`config.mk`:
```
export PLATFORM = sky130hd
export DESIGN_NAME = temp_comp_seq
export DESIGN_NICKNAME = d
export VERILOG_FILES = /design/src/rtl/temp_comp_seq_pkg.sv /design/src/rtl/tcs_schedule.sv /design/src/rtl/tcs_cap_calc.sv /design/src/rtl/temp_comp_seq.sv
export SDC_FILE = /design/constraint.sdc
export NUM_CORES = 1
export LEC_CHECK = 0
export BUFFER_PORTS_ARGS = -buffer_cell sky130_fd_sc_hd__buf_4
export CORE_MARGIN = 2
export CORE_UTILIZATION = 49
export DETAILED_ROUTE_END_ITERATION = 6
export PLACE_DENSITY_LB_ADDON = 0.15
export SKIP_LAST_GASP = 1
export SYNTH_ARGS = -nofsm -noshare
export SYNTH_HDL_FRONTEND = slang
export SYNTH_HIERARCHICAL = 1
export SYNTH_SLANG_ARGS = --single-unit
```
`constraint.sdc`:
```
create_clock -name clk -period 1.8 [get_ports clk]
set_clock_uncertainty 0.05 [all_clocks]
set_input_delay 0.09 -clock clk [delete_from_list [all_inputs] [get_ports clk]]
set_output_delay 0.09 -clock clk [all_outputs]
set_load 0.1 [all_outputs]
```
`src/rtl/temp_comp_seq_pkg.sv`:
```
package temp_comp_seq_pkg;
    typedef enum logic {
        PH_IDLE = 1'b0,
        PH_RUN  = 1'b1
    } phase_e;
endpackage

```
`src/rtl/tcs_schedule.sv`:
```
module tcs_schedule #(
    parameter int PERIOD_TICKS = 64
) (
    input  logic clk,
    input  logic rst_n,
    input  logic tick,
    input  logic take,
    output logic pend
);
    localparam int CW = $clog2(PERIOD_TICKS);

    typedef struct packed {
        logic [CW-1:0] cnt;
        logic          pend;
    } sched_t;

    sched_t s_d, s_q;

    always_comb begin
        s_d = s_q;
        if (take) s_d.pend = 1'b0;
        if (tick) begin
            if (s_q.cnt == CW'(PERIOD_TICKS - 1)) begin
                s_d.cnt  = '0;
                s_d.pend = 1'b1;
            end else begin
                s_d.cnt = s_q.cnt + 1'b1;
            end
        end
    end

    always_ff @(posedge clk or negedge rst_n) begin
        if (!rst_n) begin
            s_q.cnt  <= '0;
            s_q.pend <= 1'b1;   // launch a conversion right after reset
        end else begin
            s_q <= s_d;
        end
    end

    assign pend = s_q.pend;
endmodule

```
`src/rtl/tcs_cap_calc.sv`:
```
module tcs_cap_calc #(
    parameter int TEMP_W = 10,
    parameter int FRAC_W = 2,
    parameter int AGE_W  = 8,
    parameter int CAP_W  = 8
) (
    input  logic [TEMP_W-1:0] temp,
    input  logic [AGE_W-1:0]  age,
    output logic [CAP_W-1:0]  code
);
    localparam int INT_W = TEMP_W - FRAC_W;
    localparam int SW    = CAP_W + 3;
    localparam int MID   = 2 ** (CAP_W - 1);
    localparam int TOP   = 2 ** CAP_W - 1;

    logic signed [SW-1:0] base_s, age_s, sum_s;

    always_comb begin
        base_s = SW'(MID) + SW'($signed(temp[TEMP_W-1:FRAC_W]));
        age_s  = SW'($signed(age));
        sum_s  = base_s + age_s;
        if (sum_s < 0)
            code = '0;
        else if (sum_s > SW'(TOP))
            code = CAP_W'(TOP);
        else
            code = sum_s[CAP_W-1:0];
    end

    logic unused_w;
    assign unused_w = ^INT_W;
endmodule

```
`src/rtl/temp_comp_seq.sv`:
```
module temp_comp_seq
    import temp_comp_seq_pkg::*;
#(
    parameter int PERIOD_TICKS = 64,
    parameter int MASK_CYCLES  = 500000,
    parameter int TEMP_W       = 10,
    parameter int FRAC_W       = 2,
    parameter int AGE_W        = 8,
    parameter int CAP_W        = 8
) (
    input  logic              clk,
    input  logic              rst_n,
    input  logic              tick_1hz,
    input  logic              conv_wr,
    input  logic [AGE_W-1:0]  aging,
    input  logic              sens_done,
    input  logic [TEMP_W-1:0] sens_temp,
    output logic              sens_start,
    output logic              busy,
    output logic              conv,
    output logic [7:0]        temp_msb,
    output logic [7:0]        temp_lsb,
    output logic [CAP_W-1:0]  cap_code
);
    localparam int MW      = $clog2(MASK_CYCLES + 1);
    localparam int INT_W   = TEMP_W - FRAC_W;
    localparam int CAP_RST = 2 ** (CAP_W - 1);

    typedef struct packed {
        phase_e            phase;
        logic              start;
        logic              busy;
        logic              conv;
        logic              user;
        logic [MW-1:0]     mask_cnt;
        logic [TEMP_W-1:0] temp;
        logic [CAP_W-1:0]  cap;
    } seq_t;

    seq_t r_d, r_q;
    logic pend, take;
    logic [CAP_W-1:0] cap_new;

    tcs_schedule #(.PERIOD_TICKS(PERIOD_TICKS)) u_sched (
        .clk  (clk),
        .rst_n(rst_n),
        .tick (tick_1hz),
        .take (take),
        .pend (pend)
    );

    tcs_cap_calc #(
        .TEMP_W(TEMP_W), .FRAC_W(FRAC_W), .AGE_W(AGE_W), .CAP_W(CAP_W)
    ) u_cap (
        .temp(sens_temp),
        .age (aging),
        .code(cap_new)
    );

    always_comb begin
        r_d       = r_q;
        r_d.start = 1'b0;
        take      = 1'b0;
        case (r_q.phase)
            PH_IDLE: begin
                if (pend) begin
                    // scheduled work wins over a same-cycle user write
                    take      = 1'b1;
                    r_d.phase = PH_RUN;
                    r_d.start = 1'b1;
                    r_d.busy  = 1'b1;
                    r_d.user  = 1'b0;
                end else if (conv_wr) begin
                    r_d.phase    = PH_RUN;
                    r_d.start    = 1'b1;
                    r_d.conv     = 1'b1;
                    r_d.user     = 1'b1;
                    r_d.mask_cnt = '0;
                end
            end
            default: begin
                if (sens_done) begin
                    r_d.phase = PH_IDLE;
                    r_d.busy  = 1'b0;
                    r_d.conv  = 1'b0;
                    r_d.user  = 1'b0;
                    r_d.temp  = sens_temp;
                    if (r_q.user || (sens_temp != r_q.temp))
                        r_d.cap = cap_new;
                end else if (r_q.user && !r_q.busy) begin
                    if (r_q.mask_cnt == MW'(MASK_CYCLES - 1))
                        r_d.busy = 1'b1;
                    else
                        r_d.mask_cnt = r_q.mask_cnt + 1'b1;
                end
            end
        endcase
    end

    always_ff @(posedge clk or negedge rst_n) begin
        if (!rst_n) begin
            r_q.phase    <= PH_IDLE;
            r_q.start    <= 1'b0;
            r_q.busy     <= 1'b0;
            r_q.conv     <= 1'b0;
            r_q.user     <= 1'b0;
            r_q.mask_cnt <= '0;
            r_q.temp     <= '0;
            r_q.cap      <= CAP_W'(CAP_RST);
        end else begin
            r_q <= r_d;
        end
    end

    assign sens_start = r_q.start;
    assign busy       = r_q.busy;
    assign conv       = r_q.conv;
    assign temp_msb   = 8'(r_q.temp[TEMP_W-1:FRAC_W]);
    assign temp_lsb   = {r_q.temp[FRAC_W-1:0], {(8 - FRAC_W){1'b0}}};
    assign cap_code   = r_q.cap;

    logic unused_w;
    assign unused_w = ^INT_W;
endmodule

```
After elaboration in Yosys (flattened, before gate mapping)
Index checks and enable logic that the tools add are counted.

Reduce and logical (&&, ||, !) cells: 12. $lt $le $gt $ge: 2. Muxes and demuxes: 26. Add/subtract/negate cells: 4. Eq/ne operators: 10.

Operators with widths (number): $mux W19 (4); $mux W22 (1); $mux W21 (1); $add A19 B1 Y19 const B (1); $eq A19 B19 Y1 const B (1); $mux W8 (2); $mux W1 (14); $add A10 B8 Y11 (1); $gt A11 B9 Y1 const B (1); $lt A11 B1 Y1 const B (1); $add A9 B8 Y10 const A (1); $ne A10 B10 Y1 (1); $reduce_and A3 Y1 (3); $ne A2 B2 Y1 const B (4); $add A6 B1 Y6 const B (1); $eq A6 B6 Y1 const B (1); $mux W2 (3); $mux W6 (1); $ne A3 B2 Y1 const B (2); $reduce_and A5 Y1 (1); $reduce_and A2 Y1 (2); $reduce_bool A2 Y1 (2); $reduce_bool A3 Y1 (1); $ne A2 B1 Y1 const B (1); other kinds (3) (3).

Logic and storage cells: 64. Output and inout bits: 27. Register bits after elaboration: 49.

Longest topological paths before layout
Gate-level depths: netlist of the first run.

Depth in word-level cells: 5. Gate-level depth with buffers: 11. Mapped depth without buffers: 10.

Cells and area by module
Netlist of the first run, hierarchy kept.

By module, submodules not included: temp_comp_seq (seq. area each 1052.3 um^2, cells each 217, area an instance 2314.7 um^2, times used 1); tcs_cap_calc (seq. area each 0.0 um^2, cells each 77, area an instance 640.6 um^2, times used 1); tcs_schedule (seq. area each 176.4 um^2, cells each 30, area an instance 320.3 um^2, times used 1).

Worst setup path before layout of the first run
No wires, ideal clock.

Kind: in2reg. From: in sens_temp[3]. To: reg r_q (netlist bit cap_code[0]). Arrival time: 2.127 ns. Setup slack: -0.501 ns. Data required time: 1.625 ns. Buffers on the path: 0. Library setup time: 0.125 ns. Cell stages on the path: 9. Cells stage by stage: ha_1 -> ha_1 -> fa_1 -> a211oi_1 -> nor3_1 -> nand3b_1 -> o221ai_2 -> a31oi_1 -> mux2_2.

Cells in the longest elaborated chain, start to end: 5.

RTL lines: start: declaration (RTL line temp_comp_seq.sv:17) `input logic [TEMP_W-1:0] sens_temp,`; $add A9 B8 Y10 (*) (RTL line tcs_cap_calc.sv:19) `base_s = SW'(MID) + SW'($signed(temp[TEMP_W-1:FRAC_W]));`; $add A10 B8 Y11 (*) (RTL line tcs_cap_calc.sv:21) `sum_s = base_s + age_s;`; $gt A11 B9 Y1 (RTL line tcs_cap_calc.sv:24) `else if (sum_s > SW'(TOP))`; $mux W8 (RTL line tcs_cap_calc.sv:24); $mux W8 (*) (RTL line tcs_cap_calc.sv:22) `if (sum_s < 0)`; net cap_new[0] (RTL line temp_comp_seq.sv:42) `logic [CAP_W-1:0] cap_new;`; end signal: assignment (RTL line temp_comp_seq.sv:111) `r_q <= r_d;`; end: declaration (RTL line temp_comp_seq.sv:40) `seq_t r_d, r_q;`.

The timed path passes the listed nets; every way through them passes the cells marked *. A chain may end at the register's enable or synchronous reset.

Worst setup path after layout of the first run
From: in aging[1]. To: reg r_q (netlist bit cap_code[4]).

Cells in the longest elaborated chain, start to end: 4.

RTL lines: start: declaration (RTL line temp_comp_seq.sv:15) `input logic [AGE_W-1:0] aging,`; $add A10 B8 Y11 (*) (RTL line tcs_cap_calc.sv:21); $gt A11 B9 Y1 (RTL line tcs_cap_calc.sv:24); $mux W8 (RTL line tcs_cap_calc.sv:24); $mux W8 (*) (RTL line tcs_cap_calc.sv:22); net cap_new[4] (RTL line temp_comp_seq.sv:42).

Marked as above.

==> flow_summary.yaml, run 1 <==
layout:
  fin_nets: 451
  nFillCells: 488
  antenna_cells: 0
  fin_area_sq_mm: 0.00436
  post-route-util_pct: 67.9
  drive_above_1_share_pct: 43.3
  area_growth_pct: 33.2
pwr:
  vdd_drop_max_mv: 1.12
  total_power_w: 0.00572
  seqPwrFrac_pct: 30.1
  pwr-share-clk_pct: 11.9
  p_leak_nw: 1.93
  powerDensity_mw_per_mm2: 1310
  comb_power_share_pct: 58.0
  sw_frac_of_total_pct: 50.8
  power.switching_w: 0.00290
  power.internal_w: 0.00282
clocking:
  root_buffer: "clkbuf_8"
  clock_latency_ns: 0.30
  clock-sinks: 49
  htreeDepth: 2
  path_clk_slew_ns: 0.09
  cts_buffers: 5
  cts_buffer_depth: 2
  cts_tree: "built"
logic_synthesis:
  synthArstFlopShare_pct: 100
  syn-cell-area_sq_mm: 0.00328
  syn_avg_cell_area_sq_um: 10.1
  synth.yosys.seq_area_share_pct: 37.5
  synth_warnings: 6
  synth-edff-count: 0
  synth_ff_type: "dfrtp_1"
  syn-instance-count: 324
  synth_seq_cells: 49
  synth_cell_types: 63
setup_path:
  crit_required_ns: 1.99
  path_buf_inv: 2
  regToRegStartpoint: "temp_lsb[7]"
  crit_fanout: 8
  cp_slowest_stage_delay_ns: 0.38
  cp.arrival_ns: 2.13
  cp-end-kind: "register"
  crit_top_cell: "ha_4"
  critPathTopFamily: "adder cells"
  worst-path-stages: 11
  crit_path_cell_trace: "buf_6 -> ha_4 -> ha_4 -> fa_2 -> a211oi_4 -> buf_4 -> nor3_4 -> nor2_2 -> o221ai_4 -> a31oi_1 -> mux2_4"
  crit_path_top_delay_cell: "fa_2"
  path_class: "input pin to register"
  r2r_cells: 4
  crit_start: "aging[1]"
  worstSetupStartpointType: "input pin"
die:
  start_util_pct: 51.0
  dieArea_sq_mm: 0.00735
  ios: 50
  rows: 29
  die_w_um: 85.8
  dieHeight_um: 85.8
  core_sq_mm: 0.00642
sta:
  finalSetupViolations: 8
  max_freq_mhz: 515
  worstMarginPinSlew_ns: 0.639
  rsz0062_at_grt: "true"
  final-hold-violation-count: 0
  fin_crit_ns: 1.94
  worst_slack_ns: -0.143
  relSlewSlack_pct: 57.4
  tns_ns: -0.938
  period_share_pct: 108
  slew_violations: 0
route:
  firstDrtPassIters: 6
  vias: 2699
  first_iter_violations: 128
  drcViolationCount: 0
  antenna_left: 0
  wire_per_inst_um: 15.0
  viasPerCell: 5.55
  wirelength_um: 7300
placement:
  place_congestion: 0.854
  placed_area_sq_mm: 0.00393
  portBuffers: 43
  hpwl_um: 5290
flow_run:
  cap_violations: 0
min_path:
  hp-start: "sens_temp[4]"
  hold_class: "input pin to register"
  min_path_cells: 2
grt:
  grt_usage_pct: 21.0
  grt_pass1_vias: 2596
  antenna_found_initial: 0
  grt_max_degree: 50
  grt_overflow_total: 0
  grt_pass1_wl_um: 12400
outcome:
  outcome: "finished, violations left"
  violations: "setup timing"
==> area by class of cell <==
class | instances | area, sq um | share of cell area, %
tap | 77 | 96.3 | 2.21
sequential | 49 | 1230 | 28.2
multi-input combinational | 237 | 2070 | 47.5
clock inverter | 2 | 13.8 | 0.315
timing repair buffer | 105 | 827 | 19.0
clock buffer | 6 | 82.6 | 1.89
inverter | 10 | 37.5 | 0.860
==> worst paths after layout <==
kind,end,slack [ns]
hold / removal,temp_msb[2],0.03
setup reg to reg,cap_code[0],-0.01
setup / recovery,cap_code[4],-0.14
max in group asynchronous,busy,0.91
min in group asynchronous,r_q[36],0.30
hold reg to reg,r_q[35],0.45
==> power by group through the flow <==
stage / registers [W] / logic [W] / clock network (W)
after floorplan: 0.00184 / 0.00247 / 0
after global placement: 0.00171 / 0.00305 / 0
after detailed placement: 0.00172 / 0.00310 / 0
after CTS: 0.00170 / 0.00315 / 0.000711
after global routing: 0.00177 / 0.00351 / 0.000757
final: 0.00172 / 0.00332 / 0.000680
==> cell families after synthesis <==
group / synth area share [%]
xor+xnor: 4.55
compound gates: 17.8
simple gates: 16.0
mux: 7.49
buf+inv: 8.63
flops: 37.5
fa+ha+maj: 7.87
other cells: 0.114
==> registers in the layout (all words and copies together) (netlist names) <==
name / flops
temp_msb: 8
temp_lsb: 2
u_sched/s_q: 6
conv: 1
u_sched/pend: 1
r_q: 21
sens_start: 1
busy: 1
cap_code: 8
==> cell usage after synthesis, types with 9 or more instances <==
cell      n  area [sq um]
buf_4    25           188
nand3_1   9          45.0
nand2_1  21          78.8
a21oi_1  16          80.1
xor2_1   13           114
mux2_2   20           225
ha_1     19           238
o21ai_0  13          65.1
a31oi_1  23           144
nor2_1    9          33.8
inv_1    10          37.5
dfrtp_1  47          1180
==> per-layer routing <==
| layer | share of wire, % | track usage (%) |
|---|---|---|
| met2 | 48 | 33.9 |
| met3 | 5.3 | 3.66 |
| met5 | 0 | 0 |
| met1 | 46 | 29.6 |
| met4 | 0.60 | 5.19 |
==> layout by cell type (no fill, tap or decap), types with 3 or more instances in the layout <==
cell           synthesis  layout
buf_4                 25      92
dfrtp_1               47      46
nand2_1               21      21
a31oi_1               23      19
mux2_2                20      18
xor2_1                13      13
a21oi_1               16      12
inv_1                 10      10
nand3_1                9       9
ha_1                  19       9
nor2_1                 9       8
ha_4                   0       8
dlygate4sd3_1          0       8
nand2b_1               7       7
o21ai_0               13       7
conb_1                 1       6
clkbuf_8               0       6
and3_1                 7       5
a21oi_2                1       5
nand3b_1               5       5
buf_6                  1       5
o21ai_1                0       4
nor3_1                 6       4
a31oi_2                1       4
a21o_1                 4       4
xnor2_1                4       4
and2_1                 3       3
a22o_1                 3       3
and4_1                 3       3
nand4_1                3       3
o211ai_1               3       3
==> repair_timing <==
item	CTS	global route
pin swaps	7	17
setup endpoints to repair	12	26
resized for setup	6	38
hold buffers	8	0
buffers inserted	2	2
hold endpoints to repair	55	0
gates cloned	0	1
==> stage by stage <==
step	setup WS, ns	hold WS, ns	std cells
after floorplan	-0.226	-0.256	329
after global placement	-0.464	0.101	465
after detailed placement	-0.506	0.104	465
after CTS	-0.163	0.0155	483
after global routing	-0.232	0.0218	486
final	-0.143	0.0282	486
Power figures use the tool's default switching activity.
==> run 2, diff against run 1 <==
CORE_UTILIZATION = 50   (was 49)
clock period = 1.7 ns   (was 1.8 ns; I/O delays follow)
==> flow_summary.yaml, run 2 (same netlist as run 1, synthesis figures left out) <==
placement:
  placed_area_sq_mm: 0.00399
  hpwl_um: 5220
  place_congestion: 0.813
  portBuffers: 43
setup_path:
  crit_top_cell: "ha_4"
  cp_slowest_stage_delay_ns: 0.37
  cp.arrival_ns: 2.05
  worstSetupStartpointType: "input pin"
  crit_path_top_delay_cell: "fa_2"
  crit_path_cell_trace: "buf_8 -> ha_4 -> ha_4 -> fa_2 -> buf_4 -> a21o_2 -> a21oi_2 -> xor2_1 -> a31oi_1 -> mux2_4"
  crit_fanout: 2
  cp-end-kind: "register"
  path_class: "input pin to register"
  r2r_slack_ns: -0.13
  crit_required_ns: 1.84
layout:
  fin_nets: 464
  layout_commonest_cell: "buf_4"
  drive_above_1_share_pct: 47.6
  largest_reg_flops: 21
  top_register: "r_q"
  fin_area_sq_mm: 0.00457
  layout_common_cells: "96 x buf_4, 45 x dfrtp_1, 22 x a31oi_1, 20 x nand2_1, 17 x mux2_2"
  antenna_cells: 0
  area_growth_pct: 39.4
clocking:
  cts_tree: "built"
  path_clk_slew_ns: 0.09
  htreeDepth: 2
  cts_buffers: 5
  clock_latency_ns: 0.31
  root_buffer: "clkbuf_8"
  clock-sinks: 49
  cts_buffer_depth: 2
flow_run:
  cap_violations: 0
grt:
  antenna_found_initial: 0
  grt_overflow_total: 0
  grt_usage_pct: 22.1
  grt_pass1_vias: 2702
  grt_max_degree: 50
  grt_pass1_wl_um: 12800
route:
  firstDrtPassIters: 4
  viasPerCell: 5.64
  vias: 2815
  wirelength_um: 8090
  drcViolationCount: 0
  antenna_left: 0
  wire_per_inst_um: 16.2
  first_iter_violations: 146
sta:
  worstMarginPinSlew_ns: 0.636
  period_share_pct: 113
  max_freq_mhz: 523
  slew_violations: 0
  final-hold-violation-count: 0
  relSlewSlack_pct: 57.6
  fin_crit_ns: 1.91
  worst_slack_ns: -0.214
  rsz0062_at_grt: "true"
  finalSetupViolations: 28
die:
  rows: 29
  core_sq_mm: 0.00635
  dieArea_sq_mm: 0.00721
  start_util_pct: 51.6
  ios: 50
  die_w_um: 84.9
  dieHeight_um: 84.9
pwr:
  p_leak_nw: 2.02
  total_power_w: 0.00629
  powerDensity_mw_per_mm2: 1380
  vdd_drop_max_mv: 1.40
min_path:
  hold_class: "input pin to register"
outcome:
  violations: "setup timing"
  outcome: "finished, violations left"
[run 2: critical path, delay by kind of cell]
family / cells / cell delay [ns]
AOI/OAI and AO/OA: 3 / 0.47
xor gates and xnor gates: 1 / 0.21
adders and majority gates: 3 / 0.76
buffers and inverters: 2 / 0.25
muxes: 1 / 0.27
[run 2: routing by layer]
layer / up-vias / global-route usage (%) / wire, um
met5: - / 0 / 0
met4: 0 / 4.47 / 108
met3: 11 / 5.06 / 432
met2: 67 / 35.1 / 3830
met1: 1367 / 31.1 / 3710
li1: 1370 / - / -
[run 2: repair_timing]
item,in CTS,in global routing
hold buffers,9,0
setup endpoints to repair,24,27
gates cloned,2,2
endpoints found under the hold margin,56,0
pin swaps,14,24
resized for setup,13,51
setup buffers,2,8
[run 2: path summary, 6_finish.rpt]
path,to,cells past startpoint,start
min in group asynchronous,r_q[34],2,rst_n
hold reg to reg,r_q[36],1,r_q[36]
max in group asynchronous,busy,2,rst_n
hold / removal,temp_msb[6],3,sens_temp[8]
setup reg to reg,r_q[25],6,r_q[23]
setup / recovery,cap_code[5],10,aging[1]
[run 2: layout make-up]
| type | count | area (sq um) |
|---|---|---|
| Timing Repair Buffer | 115 | 927 |
| Tap cell | 77 | 96.3 |
| Multi-Input combinational cell | 240 | 2160 |
| Fill cell | 472 | 1780 |
| Clock buffer | 6 | 72.6 |
| Inverter | 10 | 37.5 |
| Clock inverter | 2 | 38.8 |
| Sequential cell | 49 | 1230 |
[run 2: power breakdown]
part	internal, W	switching, W	total (W)	leakage (nW)
Sequential	0.00151	0.000297	0.00181	0.612
Combinational	0.00119	0.00243	0.00363	1.35
Clock	0.000442	0.000408	0.000851	0.0554
[run 2: stage by stage]
step | setup TNS, ns | setup slack [ns] | hold slack, ns | std cells | utilization, %
2_1_floorplan | -2.56 | -0.321 | -0.261 | 329 | -
6_report | -3.25 | -0.214 | 0.0770 | 499 | 71.9
5_1_grt | -4.95 | -0.267 | 0.0751 | 499 | 71.9
4_1_cts | -1.73 | -0.228 | 0.0685 | 490 | 67.6
3_5_place_dp | -4.98 | -0.575 | 0.104 | 469 | 62.8
3_3_place_gp | -4.83 | -0.538 | 0.106 | 469 | 62.8
